### config.mk
export PLATFORM = sky130hd
export DESIGN_NAME = ata_pio_seq
export DESIGN_NICKNAME = d
export VERILOG_FILES = /design/src/rtl/ata_pio_pkg.sv /design/src/rtl/ata_pio_decode.sv /design/src/rtl/ata_pio_timer.sv /design/src/rtl/ata_pio_rstsync.sv /design/src/rtl/ata_pio_seq.sv
export SDC_FILE = /design/constraint.sdc
export NUM_CORES = 1
export LEC_CHECK = 0
export BUFFER_PORTS_ARGS = -buffer_cell sky130_fd_sc_hd__buf_2
export CORE_MARGIN = 10
export CORE_UTILIZATION = 40
export DETAILED_ROUTE_END_ITERATION = 10
export GPL_TIMING_DRIVEN = 0
export PLACE_DENSITY = 0.72
export SLEW_MARGIN = 20
export SYNTH_ARGS = -nofsm -noshare
export SYNTH_HDL_FRONTEND = slang
export SYNTH_SLANG_ARGS = --single-unit
### constraint.sdc
create_clock -name clk -period 2.45 [get_ports clk]
set_input_delay 0.49 -clock clk [delete_from_list [all_inputs] [get_ports clk]]
set_output_delay 0.49 -clock clk [all_outputs]
set_load 0.01 [all_outputs]
### src/rtl/ata_pio_pkg.sv
package ata_pio_pkg;
  typedef enum logic [2:0] {
    PH_IDLE, PH_SETUP, PH_STROBE, PH_HOLD, PH_RECOV
  } phase_e;

  typedef enum logic [2:0] {
    OP_RREG, OP_WREG, OP_DATA, OP_SETDEV, OP_BAD
  } op_e;

  localparam int unsigned TFW = 8;

  typedef struct packed {
    logic [TFW-1:0] teoc;
    logic [TFW-1:0] t4;
    logic [TFW-1:0] t2;
    logic [TFW-1:0] t1;
  } timing_t;

  localparam logic [13:0] SETDEV_TAG = 14'h2740;
endpackage

### src/rtl/ata_pio_decode.sv
module ata_pio_decode
  import ata_pio_pkg::*;
(
  input  logic [15:0] word,
  output op_e         op
);
  always_comb begin
    if (word[14:13] == 2'b10)          op = OP_DATA;
    else if (word[15:13] == 3'b001)    op = OP_RREG;
    else if (word[15:13] == 3'b101)    op = OP_WREG;
    else if (word[15:2] == SETDEV_TAG) op = OP_SETDEV;
    else                               op = OP_BAD;
  end
endmodule

### src/rtl/ata_pio_timer.sv
module ata_pio_timer #(
  parameter int unsigned W = 8
) (
  input  logic         clk,
  input  logic         rst_n,
  input  logic         load,
  input  logic [W-1:0] len,
  output logic         done
);
  logic [W-1:0] cnt_q, cnt_d;
  logic         cnt_en;

  always_comb begin
    cnt_en = load || (cnt_q > W'(1));
    cnt_d  = load ? len : cnt_q - W'(1);
  end

  always_ff @(posedge clk or negedge rst_n) begin
    if (!rst_n)      cnt_q <= '0;
    else if (cnt_en) cnt_q <= cnt_d;
  end

  assign done = (cnt_q <= W'(1));
endmodule

### src/rtl/ata_pio_rstsync.sv
module ata_pio_rstsync (
  input  logic clk,
  input  logic rst_n,
  output logic rst_sync_n
);
  logic [1:0] sh_q;

  always_ff @(posedge clk or negedge rst_n) begin
    if (!rst_n) sh_q <= 2'b00;
    else        sh_q <= {sh_q[0], 1'b1};
  end

  assign rst_sync_n = sh_q[1];
endmodule

### src/rtl/ata_pio_seq.sv
module ata_pio_seq
  import ata_pio_pkg::*;
#(
  parameter int unsigned DW    = 16,
  parameter int unsigned CNT_W = 16
) (
  input  logic             clk,
  input  logic             rst_n,
  input  logic             cmd_valid,
  input  logic [15:0]      cmd_word,
  output logic             cmd_ready,
  input  logic             wr_valid,
  input  logic [DW-1:0]    wr_data,
  output logic             wr_ready,
  output logic             rd_valid,
  output logic [DW-1:0]    rd_data,
  input  logic             rd_ready,
  input  logic [4*TFW-1:0] reg_tim0,
  input  logic [4*TFW-1:0] dat_tim0,
  input  logic [4*TFW-1:0] reg_tim1,
  input  logic [4*TFW-1:0] dat_tim1,
  input  logic [1:0]       iordy_en,
  input  logic             abort,
  input  logic             soft_rst,
  output logic [1:0]       ata_cs,
  output logic [2:0]       ata_da,
  output logic             ata_rd_n,
  output logic             ata_wr_n,
  output logic [DW-1:0]    ata_dout,
  output logic             ata_doe,
  input  logic [DW-1:0]    ata_din,
  input  logic             ata_iordy,
  output logic             busy,
  output logic [CNT_W-1:0] rem_cnt,
  output logic             term_err,
  output logic             illegal_err,
  output logic             dev_sel,
  output logic             blk_unit
);
  localparam int unsigned WORDS_PER_BLK_LOG2 = 2;

  logic rst_i_n;
  ata_pio_rstsync u_rst (.clk(clk), .rst_n(rst_n), .rst_sync_n(rst_i_n));

  op_e op;
  ata_pio_decode u_dec (.word(cmd_word), .op(op));

  phase_e           ph_q, ph_d;
  logic             wr_q, wr_d, dat_q, dat_d, dev_q, dev_d, blk_q, blk_d;
  logic             term_q, term_d, ill_q, ill_d, rdv_q, rdv_d;
  logic [1:0]       cs_q, cs_d;
  logic [2:0]       da_q, da_d;
  logic [DW-1:0]    dout_q, dout_d, rdd_q, rdd_d;
  logic [CNT_W-1:0] rem_q, rem_d, data_cnt;
  logic             fire, t_load, t_done, data_ok, iordy_ok, sel_data;
  logic [TFW-1:0]   t_len;
  timing_t          tim;

  assign cmd_ready = (ph_q == PH_IDLE) || soft_rst;
  assign fire      = cmd_valid && cmd_ready && !soft_rst;
  assign sel_data  = (ph_q == PH_IDLE) ? (op == OP_DATA) : dat_q;
  assign tim       = sel_data ? (dev_q ? timing_t'(dat_tim1) : timing_t'(dat_tim0))
                              : (dev_q ? timing_t'(reg_tim1) : timing_t'(reg_tim0));
  assign iordy_ok  = !iordy_en[dev_q] || ata_iordy;
  assign data_ok   = wr_q ? (!dat_q || wr_valid) : rd_ready;
  assign wr_ready  = (ph_q == PH_SETUP) && t_done && data_ok && wr_q && dat_q
                     && !abort && !soft_rst;
  assign data_cnt  = CNT_W'(cmd_word[12:0]) + CNT_W'(1);

  always_comb begin
    ph_d = ph_q;  wr_d = wr_q;  dat_d = dat_q;  dev_d = dev_q;  blk_d = blk_q;
    term_d = term_q;  ill_d = ill_q;  rdv_d = 1'b0;  rdd_d = rdd_q;
    cs_d = cs_q;  da_d = da_q;  dout_d = dout_q;  rem_d = rem_q;  t_load = 1'b0;
    unique case (ph_q)
      PH_IDLE: if (fire) begin
        unique case (op)
          OP_RREG, OP_WREG: begin
            ph_d = PH_SETUP;  t_load = 1'b1;  dat_d = 1'b0;
            wr_d = (op == OP_WREG);
            cs_d = cmd_word[12:11];  da_d = cmd_word[10:8];
            dout_d = DW'(cmd_word[7:0]);  rem_d = CNT_W'(1);
          end
          OP_DATA: begin
            ph_d = PH_SETUP;  t_load = 1'b1;  dat_d = 1'b1;
            wr_d = cmd_word[15];  cs_d = 2'b10;  da_d = 3'b000;
            rem_d = blk_q ? (data_cnt << WORDS_PER_BLK_LOG2) : data_cnt;
          end
          OP_SETDEV: begin
            dev_d = cmd_word[0];  blk_d = cmd_word[1];
          end
          default: ill_d = 1'b1;
        endcase
      end
      PH_SETUP: if (t_done && data_ok) begin
        ph_d = PH_STROBE;  t_load = 1'b1;
        if (wr_q && dat_q) dout_d = wr_data;
      end
      PH_STROBE: if (t_done && iordy_ok) begin
        ph_d = PH_HOLD;  t_load = 1'b1;
        if (!wr_q) begin
          rdv_d = 1'b1;
          rdd_d = dat_q ? ata_din : DW'(ata_din[7:0]);
        end
      end
      PH_HOLD: if (t_done) begin
        ph_d = PH_RECOV;  t_load = 1'b1;
      end
      PH_RECOV: if (t_done) begin
        rem_d = rem_q - CNT_W'(1);
        if (rem_q == CNT_W'(1)) ph_d = PH_IDLE;
        else begin ph_d = PH_SETUP;  t_load = 1'b1; end
      end
      default: ph_d = PH_IDLE;
    endcase
    if (abort && (ph_q != PH_IDLE)) begin
      ph_d = PH_IDLE;  term_d = 1'b1;  rem_d = '0;  rdv_d = 1'b0;
    end
    if (soft_rst) begin
      ph_d = PH_IDLE;  rem_d = '0;  rdv_d = 1'b0;  term_d = 1'b0;
      ill_d = 1'b0;  dev_d = 1'b0;  blk_d = 1'b0;
    end
  end

  always_comb begin
    unique case (ph_d)
      PH_SETUP:  t_len = tim.t1;
      PH_STROBE: t_len = tim.t2;
      PH_HOLD:   t_len = tim.t4;
      PH_RECOV:  t_len = tim.teoc;
      default:   t_len = '0;
    endcase
  end

  ata_pio_timer #(.W(TFW)) u_tmr (
    .clk(clk), .rst_n(rst_i_n), .load(t_load), .len(t_len), .done(t_done)
  );

  always_ff @(posedge clk or negedge rst_i_n) begin
    if (!rst_i_n) begin
      ph_q <= PH_IDLE;  wr_q <= 1'b0;  dat_q <= 1'b0;  dev_q <= 1'b0;
      blk_q <= 1'b0;  term_q <= 1'b0;  ill_q <= 1'b0;  rdv_q <= 1'b0;
      rdd_q <= '0;  cs_q <= '0;  da_q <= '0;  dout_q <= '0;  rem_q <= '0;
    end else begin
      ph_q <= ph_d;  wr_q <= wr_d;  dat_q <= dat_d;  dev_q <= dev_d;
      blk_q <= blk_d;  term_q <= term_d;  ill_q <= ill_d;  rdv_q <= rdv_d;
      rdd_q <= rdd_d;  cs_q <= cs_d;  da_q <= da_d;  dout_q <= dout_d;
      rem_q <= rem_d;
    end
  end

  assign ata_cs      = (ph_q == PH_IDLE) ? 2'b00 : cs_q;
  assign ata_da      = (ph_q == PH_IDLE) ? 3'b000 : da_q;
  assign ata_rd_n    = !((ph_q == PH_STROBE) && !wr_q);
  assign ata_wr_n    = !((ph_q == PH_STROBE) && wr_q);
  assign ata_doe     = wr_q && ((ph_q == PH_STROBE) || (ph_q == PH_HOLD));
  assign ata_dout    = dout_q;
  assign rd_valid    = rdv_q;
  assign rd_data     = rdd_q;
  assign busy        = (ph_q != PH_IDLE);
  assign rem_cnt     = rem_q;
  assign term_err    = term_q;
  assign illegal_err = ill_q;
  assign dev_sel     = dev_q;
  assign blk_unit    = blk_q;
endmodule

Word level (Yosys, flattened, before mapping)
Cells that the tools add are included.
W data, S select, Z words.
Cells by class
  bitwise operators: 1
  reduce and logical (&&, ||, !) cells: 46
  muxes and demuxes: 69
  $lt $le $gt $ge: 3
  equality and inequality tests: 24
  $add $sub $neg: 3
Operator list (number)
  $mux W16: 10
  $mux W32: 3
  $pmux W16 S2: 3
  $mux W3: 13
  $pmux W8 S4: 1
  $mux W1: 31
  $eq A3 B2 Y1 const B: 6
  $eq A16 B1 Y1 const B: 1
  $sub A16 B1 Y16 const B: 1
  $logic_and A1 B1 Y1: 15
  $pmux W3 S5: 1
  $add A13 B1 Y14 const B: 1
  $eq A14 B14 Y1 const B: 1
  $eq A3 B1 Y1 const B: 4
  $reduce_and A3 Y1: 4
  $reduce_bool A2 Y1: 6
  $eq A3 B3 Y1 const B: 3
  $gt A8 B1 Y1 const B: 1
  $le A8 B1 Y1 const B: 1
  $mux W8: 1
  $ne A2 B1 Y1 const B: 4
  $sub A8 B1 Y8 const B: 1
  $logic_not A1 Y1: 7
  $logic_not A3 Y1: 2
  other kinds (20): 25
Word-level totals
  output and inout bits: 64
  logic and storage cells: 161
  input port bits: 186
  flip-flop bits (word level): 73

Depth between registers and ports, before layout
Gate-level depths: netlist of run 1.
  word-level depth: 15
  gate-level depth with buffers: 10
  mapped depth without buffers: 8

Modules after synthesis
Synthesis of run 1 repeated with hierarchy kept, for this count alone.
Unflattened totals
  cell total of the unflattened synthesis: 584
  area total of the unflattened synthesis: 5451.5 sq um
By module, submodules not included
  ata_pio_seq: cells an instance 510, times used 1, area each 4774.6 sq um, sequential area each 1576.5 sq um
  ata_pio_timer: cells an instance 60, times used 1, area each 543.0 sq um, sequential area each 200.2 sq um
  ata_pio_decode: cells an instance 11, times used 1, area each 80.1 sq um, sequential area each 0.0 sq um
  ata_pio_rstsync: cells an instance 3, times used 1, area each 53.8 sq um, sequential area each 50.0 sq um

Least setup slack after synthesis of run 1
OpenSTA, ideal clock, no wires.
  kind: flip-flop to output port
  start: register u_tmr.cnt_q[3]
  end: output port wr_ready
  cell stages (with the launch flop): 7
  required time: 1.960 ns
  arrival: 2.358 ns
  path buffers: 2
  path slack: -0.398 ns
  cells stage by stage: dfrtp_1 or4_1 clkbuf_1 or3_1 buf_2 or3_4 nor4_1
Between the ends
  word-level cells in the longest chain between the ends: 7
Ends and longest elaborated chain
  start: declaration: line ata_pio_timer.sv:10  | logic [W-1:0] cnt_q, cnt_d;
  start signal: assignment: line ata_pio_timer.sv:20  | else if (cnt_en) cnt_q <= cnt_d;
  $le A8 B1 Y1: line ata_pio_timer.sv:23  | assign done = (cnt_q <= W'(1));
  $logic_and A1 B1 Y1 (4 in a row): line ata_pio_seq.sv:66  | assign wr_ready = (ph_q == PH_SETUP) && t_done && data_ok && wr_q && dat_q
  $logic_and A1 B1 Y1 (2 in a row): line ata_pio_seq.sv:67  | && !abort && !soft_rst;
  end: declaration: line ata_pio_seq.sv:14  | output logic wr_ready,
No other way between the ends.

Worst setup path in the final report of run 1
  start: register u_tmr.cnt_q[4]
  end: register u_tmr.cnt_q[6]
Between the ends
  word-level cells in the longest chain between the ends: 9
  elaborated cells on any way between the ends: 24
  classes of those cells: add/sub (1); order compare (2); eq/ne (4); mux (14); reduce/logical (3)
Ends and longest elaborated chain
  $le A8 B1 Y1 *: line ata_pio_timer.sv:23
  $logic_and A1 B1 Y1 (on tied branches): line ata_pio_seq.sv:98, ata_pio_seq.sv:94
  $mux W3 (on tied branches): line ata_pio_seq.sv:98, ata_pio_seq.sv:94
  $pmux W3 S5 *: line ata_pio_seq.sv:74  | unique case (ph_q)
  $mux W3 *: line ata_pio_seq.sv:115  | if (abort && (ph_q != PH_IDLE)) begin
  $mux W3 *: line ata_pio_seq.sv:118  | if (soft_rst) begin
  via ph_d[0]: line ata_pio_seq.sv:48  | phase_e ph_q, ph_d;
  $eq A3 B3 Y1 (tied with other cells): line ata_pio_seq.sv:125  | unique case (ph_d)
  $pmux W8 S4 *: line ata_pio_seq.sv:125
  $mux W8 *: line ata_pio_timer.sv:15  | cnt_d = load ? len : cnt_q - W'(1);
Mark *: on every way through the listed nets, which the timed path passes. The rest lies on a longest branch.
A chain may end at the register's enable or synchronous reset.

==> impl_metrics.toml, run 1 <==
[yosys]
syn_nets = 806
synth_common_cells = "dfrtp_1, o21ai_0, nand2_1, nor2_1, mux2i_1"
yosys_warnings = 0
ys_seq_area_share_pct = 32.85
yosysUniqueCellTypes = 69
synth-edff-count = 0
yosysMostFrequentCell = "dfrtp_1"
synth_flop_cell = "dfrtp_1"
ys_ff_latch = 73
synth_area_mm2 = 0.005560
synth.avg_cell_area_um2 = 9.071
netlist_instances = 613
ys_top_cells_by_area = "dfrtp_1, mux4_2, mux2i_1"
synth_top_area_cell = "dfrtp_1"
yosys.area.top_type_share_pct = 32.85
async_flop_share_pct = 100.0

[timing]
timing.final.ws_setup_ns = -0.4146
setup_viol = 35
finalCritPeriodShare_pct = 116.9
final_hold_viol_count = 0
slew_headroom_pct = 41.42
layout_min_cycle_time_ns = 2.865
tightest_slew_ns = 0.8768
maxSlewViolCount = 0
rsz0062_at_grt = "true"
fmax_mhz = 349.1
skew_ns = 0.01168

[detailed_routing]
drt-vias-per-instance = 5.749
drt_wl_total_um = 22630
vias = 6284
final_antenna_net_count = 0
drt_iter0_drc = 463
dr.pass1.iters = 6
routedWlPerCell_um = 20.71
detail_route.drc_violations = 0

[placed_design]
dp.cells = 1037
dp_hpwl_um = 17980
post_dp_cell_area_mm2 = 0.007102
place.port_buffers = 243
place_ws_ns = -0.7448
gp_congestion = 0.9236

[global_routing]
grt_start_max_net_pins = 40
grt_remaining_overflow = 0
antenna_found_initial = 6
grt_pass1_wl_um = 33890
grt_use_total_pct = 22.89
grt_pass1_vias = 6210

[job]
drv_cap = 0

[floorplanning]
placementRows = 43
die_w_um = 137.9
die-height_um = 137.9
ios = 250
dieArea_mm2 = 0.01902
coreArea_mm2 = 0.01377
start_util_pct = 40.37

[clocking]
cts_root_buffer = "clkbuf_16"
clk_latency_ns = 0.34
clk_pin_slew_worst_paths_ns = 0.06
cts_inserted_buffers = 9
cts_tree = "yes"
ctsHtreeMaxLevel = 3
clock-sinks = 73
cts_buffer_depth = 2

[power_and_ir_drop]
power_density_mw_per_mm2 = 611.8
power_leakage_nw = 3.708
ir_worst_vdd_uv = 321.5
report.power.total_w = 0.004976

[worst_setup_path]
critPathRequiredTime_ns = 2.71
endpoint_kind = "flip-flop"
worstPathArrival_ns = 3.12
worstPathMaxFanout = 5
critical_path_class = "reg -> reg"
worstSetupStartpointType = "flip-flop"

[finish]
n_fill_cell = 1242
design_area_mm2 = 0.008133
synthToLayoutAreaGrowth_pct = 46.26
multiInputGateArea_mm2 = 0.003824
fin_cells = 1093
nets = 1097
register_area_mm2 = 0.001832
drive_gt1_share_pct = 45.76

[min_path]
hold_path.class = "reg -> async"

[run_status]
status = "finished, violations left"
violations = "setup timing"
## layer usage
layer | vias to the layer above | part of all wire (%) | global-route usage [%]
met2 | 325 | 50 | 39.59
met4 | 4 | 2.1 | 7.010
met5 | - | 0.13 | 0
met1 | 2990 | 37 | 26.22
met3 | 41 | 10 | 7.536
li1 | 2924 | - | -
## kinds of logic after synthesis
logic type	Yosys count	synth area share [%]
AOI/OAI and AO/OA	167	20.09
xor gates and xnor gates	8	1.260
adders and majority gates	8	1.755
buffers and inverters	64	4.523
DFF	73	32.85
muxes	69	18.68
other	1	0.06744
and+or+nand+nor	223	20.77
## final timing paths
check	slack, ns	depth (start not counted)	start	end
max	-0.41	11	u_tmr.cnt_q[4]	u_tmr.cnt_q[6]
min	0.28	0	u_rst.sh_q[1]	rd_data[7]
max reg2reg	-0.41	11	u_tmr.cnt_q[4]	u_tmr.cnt_q[6]
min reg2reg	0.28	0	u_rst.sh_q[1]	rd_data[7]
max in group asynchronous	1.59	1	u_rst.sh_q[1]	u_tmr.cnt_q[0]
min in group clk	0.35	0	u_rst.sh_q[0]	u_rst.sh_q[1]
## sequential cells by signal, indices dropped and copies added, names as in the netlist, 2 cells and up
signal	cells
rem_cnt	16
ata_dout	16
da_q	3
u_rst.sh_q	2
u_tmr.cnt_q	8
rd_data	16
ph_q	3
cs_q	2
## placed cells by master, fill, tap and decap left out, drive strengths merged, types with 20 or more instances in the layout
cell and instances:
nand3 26, nand2 53, o21ai 57, dfrtp 73
nor2 45, a21oi 32, inv 20, clkbuf 40
buf 293, mux2i 34, mux4 27
## metrics by stage
step / setup TNS (ns) / utilization [%] / hold WS [ns]
global route: -8.256 / 59.05 / 0.3259
global placement: -71.32 / 51.39 / 0.2756
CTS: -14.42 / 57.11 / 0.2991
detailed placement: -27.93 / 51.56 / 0.2758
finish: -5.815 / 59.05 / 0.2794
floorplan: -3.742 / - / 0.1944
## repair_timing
item / in CTS / in global routing
pin swaps: 21 / 20
gates cloned: 3 / 1
hold buffers: 1 / 0
gates resized for setup: 59 / 49
setup buffers: 22 / 14
hold endpoints to repair: 2 / 0
endpoints found under the setup margin: 63 / 62
## where the power goes
part	switching, W	total, W	internal [W]
logic	0.00105	0.00209	0.00104
registers	0.000164	0.00156	0.00140
clock network	0.000512	0.00132	0.000812
## worst max-delay path, cell delays in order, from the launching register on
cell	delay, ns
dfrtp_1	0.38
or4_4	0.54
or3_4	0.36
buf_6	0.14
buf_12	0.11
buf_6	0.11
a211o_4	0.32
buf_6	0.14
a31oi_4	0.21
buf_12	0.14
a32oi_2	0.10
o221ai_2	0.22
## cell type report
cell class,count,area share [%]
flip-flops and latches,73,22.52
clock buffers,11,2.985
diodes,4,0.1231
well taps,180,2.769
repair buffers,284,20.03
inverters,20,0.9231
clock inverters,5,0.6769
multi-input cells,476,47.02
plain buffers,40,2.954
Note: power is estimated with default switching activity, not from simulation.
==> inputs of run 2 (changes only) <==
- PLACE_DENSITY: 0.72 -> 0.68
- clock period: 2.45 -> 2.9 ns (I/O delays scaled with it)
==> run 2 against run 1 <==
Compared with the run above:
- via count shrank 1.7%
- sequential share of layout area grew 1.6 points
- global-route usage shrank 0.36 points
- total power shrank 21%
- cell count shrank 2.6%
- first-iteration DRC count grew 10%
- hold slack lost 0.26 ns
- the run still ends with setup timing left
- routed wire length shrank 0.98%
- clock skew shrank 0.0043 ns
- combinational power shrank 29%
- final area shrank 6.6%
==> impl_metrics.toml, run 2 (synthesis gave the netlist of run 1 again) <==
[run_status]
status = "finished, violations left"
violations = "setup timing"

[timing]
tns_ns = -0.02733
hold_ws_ns = 0.02033
maxSlewViolCount = 0
timing.final.ws_setup_ns = -0.02733
setup_viol = 1
skew_ns = 0.007348
finalCritPeriodShare_pct = 100.9
slew_headroom_pct = 35.12
final_hold_viol_count = 0
rsz0062_at_grt = "true"
fmax_mhz = 341.6
layout_min_cycle_time_ns = 2.927
tightest_slew_ns = 0.9643

[clocking]
clk_pin_slew_worst_paths_ns = 0.06
cts_buffer_depth = 2
clk_latency_ns = 0.34
ctsHtreeMaxLevel = 3
clock-sinks = 73
cts_tree = "yes"
cts_inserted_buffers = 9
cts_root_buffer = "clkbuf_16"

[power_and_ir_drop]
report.power.total_w = 0.003931
ir_worst_vdd_uv = 283.0
power_leakage_nw = 3.486
power_density_mw_per_mm2 = 517.7

[finish]
design_area_mm2 = 0.007594
final_common_cell = "buf_2"
nets = 1072
drive_gt1_share_pct = 39.82
layout_common_cells = "buf_2, dfrtp_1, o21ai_0"
synthToLayoutAreaGrowth_pct = 36.57

[floorplanning]
start_util_pct = 40.37
dieArea_mm2 = 0.01902
ios = 250
placementRows = 43
coreArea_mm2 = 0.01377
die_w_um = 137.9
die-height_um = 137.9

[detailed_routing]
drt-vias-per-instance = 5.803
drt_iter0_drc = 510
dr.pass1.iters = 7
vias = 6180
routedWlPerCell_um = 21.04
final_antenna_net_count = 0
detail_route.drc_violations = 0
drt_wl_total_um = 22410

[placed_design]
place.port_buffers = 243
dp_hpwl_um = 17990
post_dp_cell_area_mm2 = 0.007039
place_ws_ns = -0.4366
gp_congestion = 0.9261

[worst_setup_path]
critical_path_class = "reg -> out"
cp_slowest_stage_delay_ns = 0.56
slowest_stage = "or4_4"
path_common_cell = "or3_4"
cp_num_buf_inv = 1
worstSetupStartpointType = "flip-flop"
worstPathMaxFanout = 3
cp_top_family = "simple AND/OR/NAND/NOR gates"
endpoint_kind = "output port"
critPathRequiredTime_ns = 2.32
worstPathCellList = "or4_4 > or3_4 > or3_4 > nor4_4 > buf_4"
worstPathArrival_ns = 2.35

[global_routing]
grt_pass1_wl_um = 33430
grt_use_total_pct = 22.53
grt_remaining_overflow = 0
grt_start_max_net_pins = 55
antenna_found_initial = 2
grt_pass1_vias = 6184

[job]
drv_cap = 0

[min_path]
hold_path.class = "in -> async"
run 2: changes by cell type in the layout (fill, tap and decap cells not counted), sizes merged:
cell	change
diode	-3
bufbuf	-1
clkbuf	+4
buf	-27
dlygate4sd3	-1
run 2: path summary, 6_finish.rpt:
path | start | to | slack (ns) | depth (start not counted)
setup reg to reg | u_tmr.cnt_q[4] | u_tmr.cnt_q[1] | 0.12 | 8
min in group clk | u_rst.sh_q[0] | u_rst.sh_q[1] | 0.37 | 0
hold / removal | rst_n | u_rst.sh_q[1] | 0.02 | 1
setup / recovery | u_tmr.cnt_q[4] | wr_ready | -0.03 | 5
hold reg to reg | u_rst.sh_q[1] | rd_data[14] | 0.21 | 0
max in group asynchronous | u_rst.sh_q[1] | ph_q[2] | 2.14 | 1
run 2: layer usage:
metal / global-route usage (%) / vias up / share of wire, %
li1: - / 2867 / -
met1: 26.63 / 2935 / 38
met2: 37.71 / 345 / 49
met3: 6.957 / 33 / 10
met4: 8.227 / 0 / 2.6
met5: 0 / - / 0
run 2: final cells by class:
| class | count | area [um2] |
|---|---|---|
| Antenna cell | 1 | 2.502 |
| Buffer | 41 | 186.4 |
| Clock buffer | 11 | 242.7 |
| Clock inverter | 5 | 55.05 |
| Fill cell | 1339 | 6180 |
| Inverter | 20 | 75.07 |
| Multi-Input combinational cell | 476 | 3603 |
| Sequential cell | 73 | 1831 |
| Tap cell | 180 | 225.2 |
| Timing Repair Buffer | 258 | 1373 |
run 2: power by group:
| part | switching (W) | total [W] | internal, W |
|---|---|---|---|
| sequential | 0.000133 | 0.00131 | 0.00118 |
| clock | 0.000439 | 0.00113 | 0.000687 |
| combinational | 0.000795 | 0.00149 | 0.000700 |
run 2: what timing repair did:
| action | 4_1_cts | 5_1_grt |
|---|---|---|
| hold buffers | 0 | 0 |
| cloned | 0 | 1 |
| pin swaps | 5 | 3 |
| buffers inserted | 9 | 4 |
| endpoints found under the setup margin | 45 | 30 |
| resized for setup | 20 | 26 |
run 2: metrics by stage:
stage	instances	util, %
2_1_floorplan	613	-
3_3_place_gp	1036	50.88
3_5_place_dp	1037	51.11
4_1_cts	1060	54.24
5_1_grt	1065	55.13
6_report	1065	55.13
run 2: worst register-to-register path, stage by stage (launching register included):
cell	delay, ns
dfrtp_1	0.38
or4_4	0.56
or3_4	0.40
buf_8	0.15
or3b_4	0.42
nand3_1	0.12
buf_4	0.17
o21ai_0	0.10
o32a_1	0.35
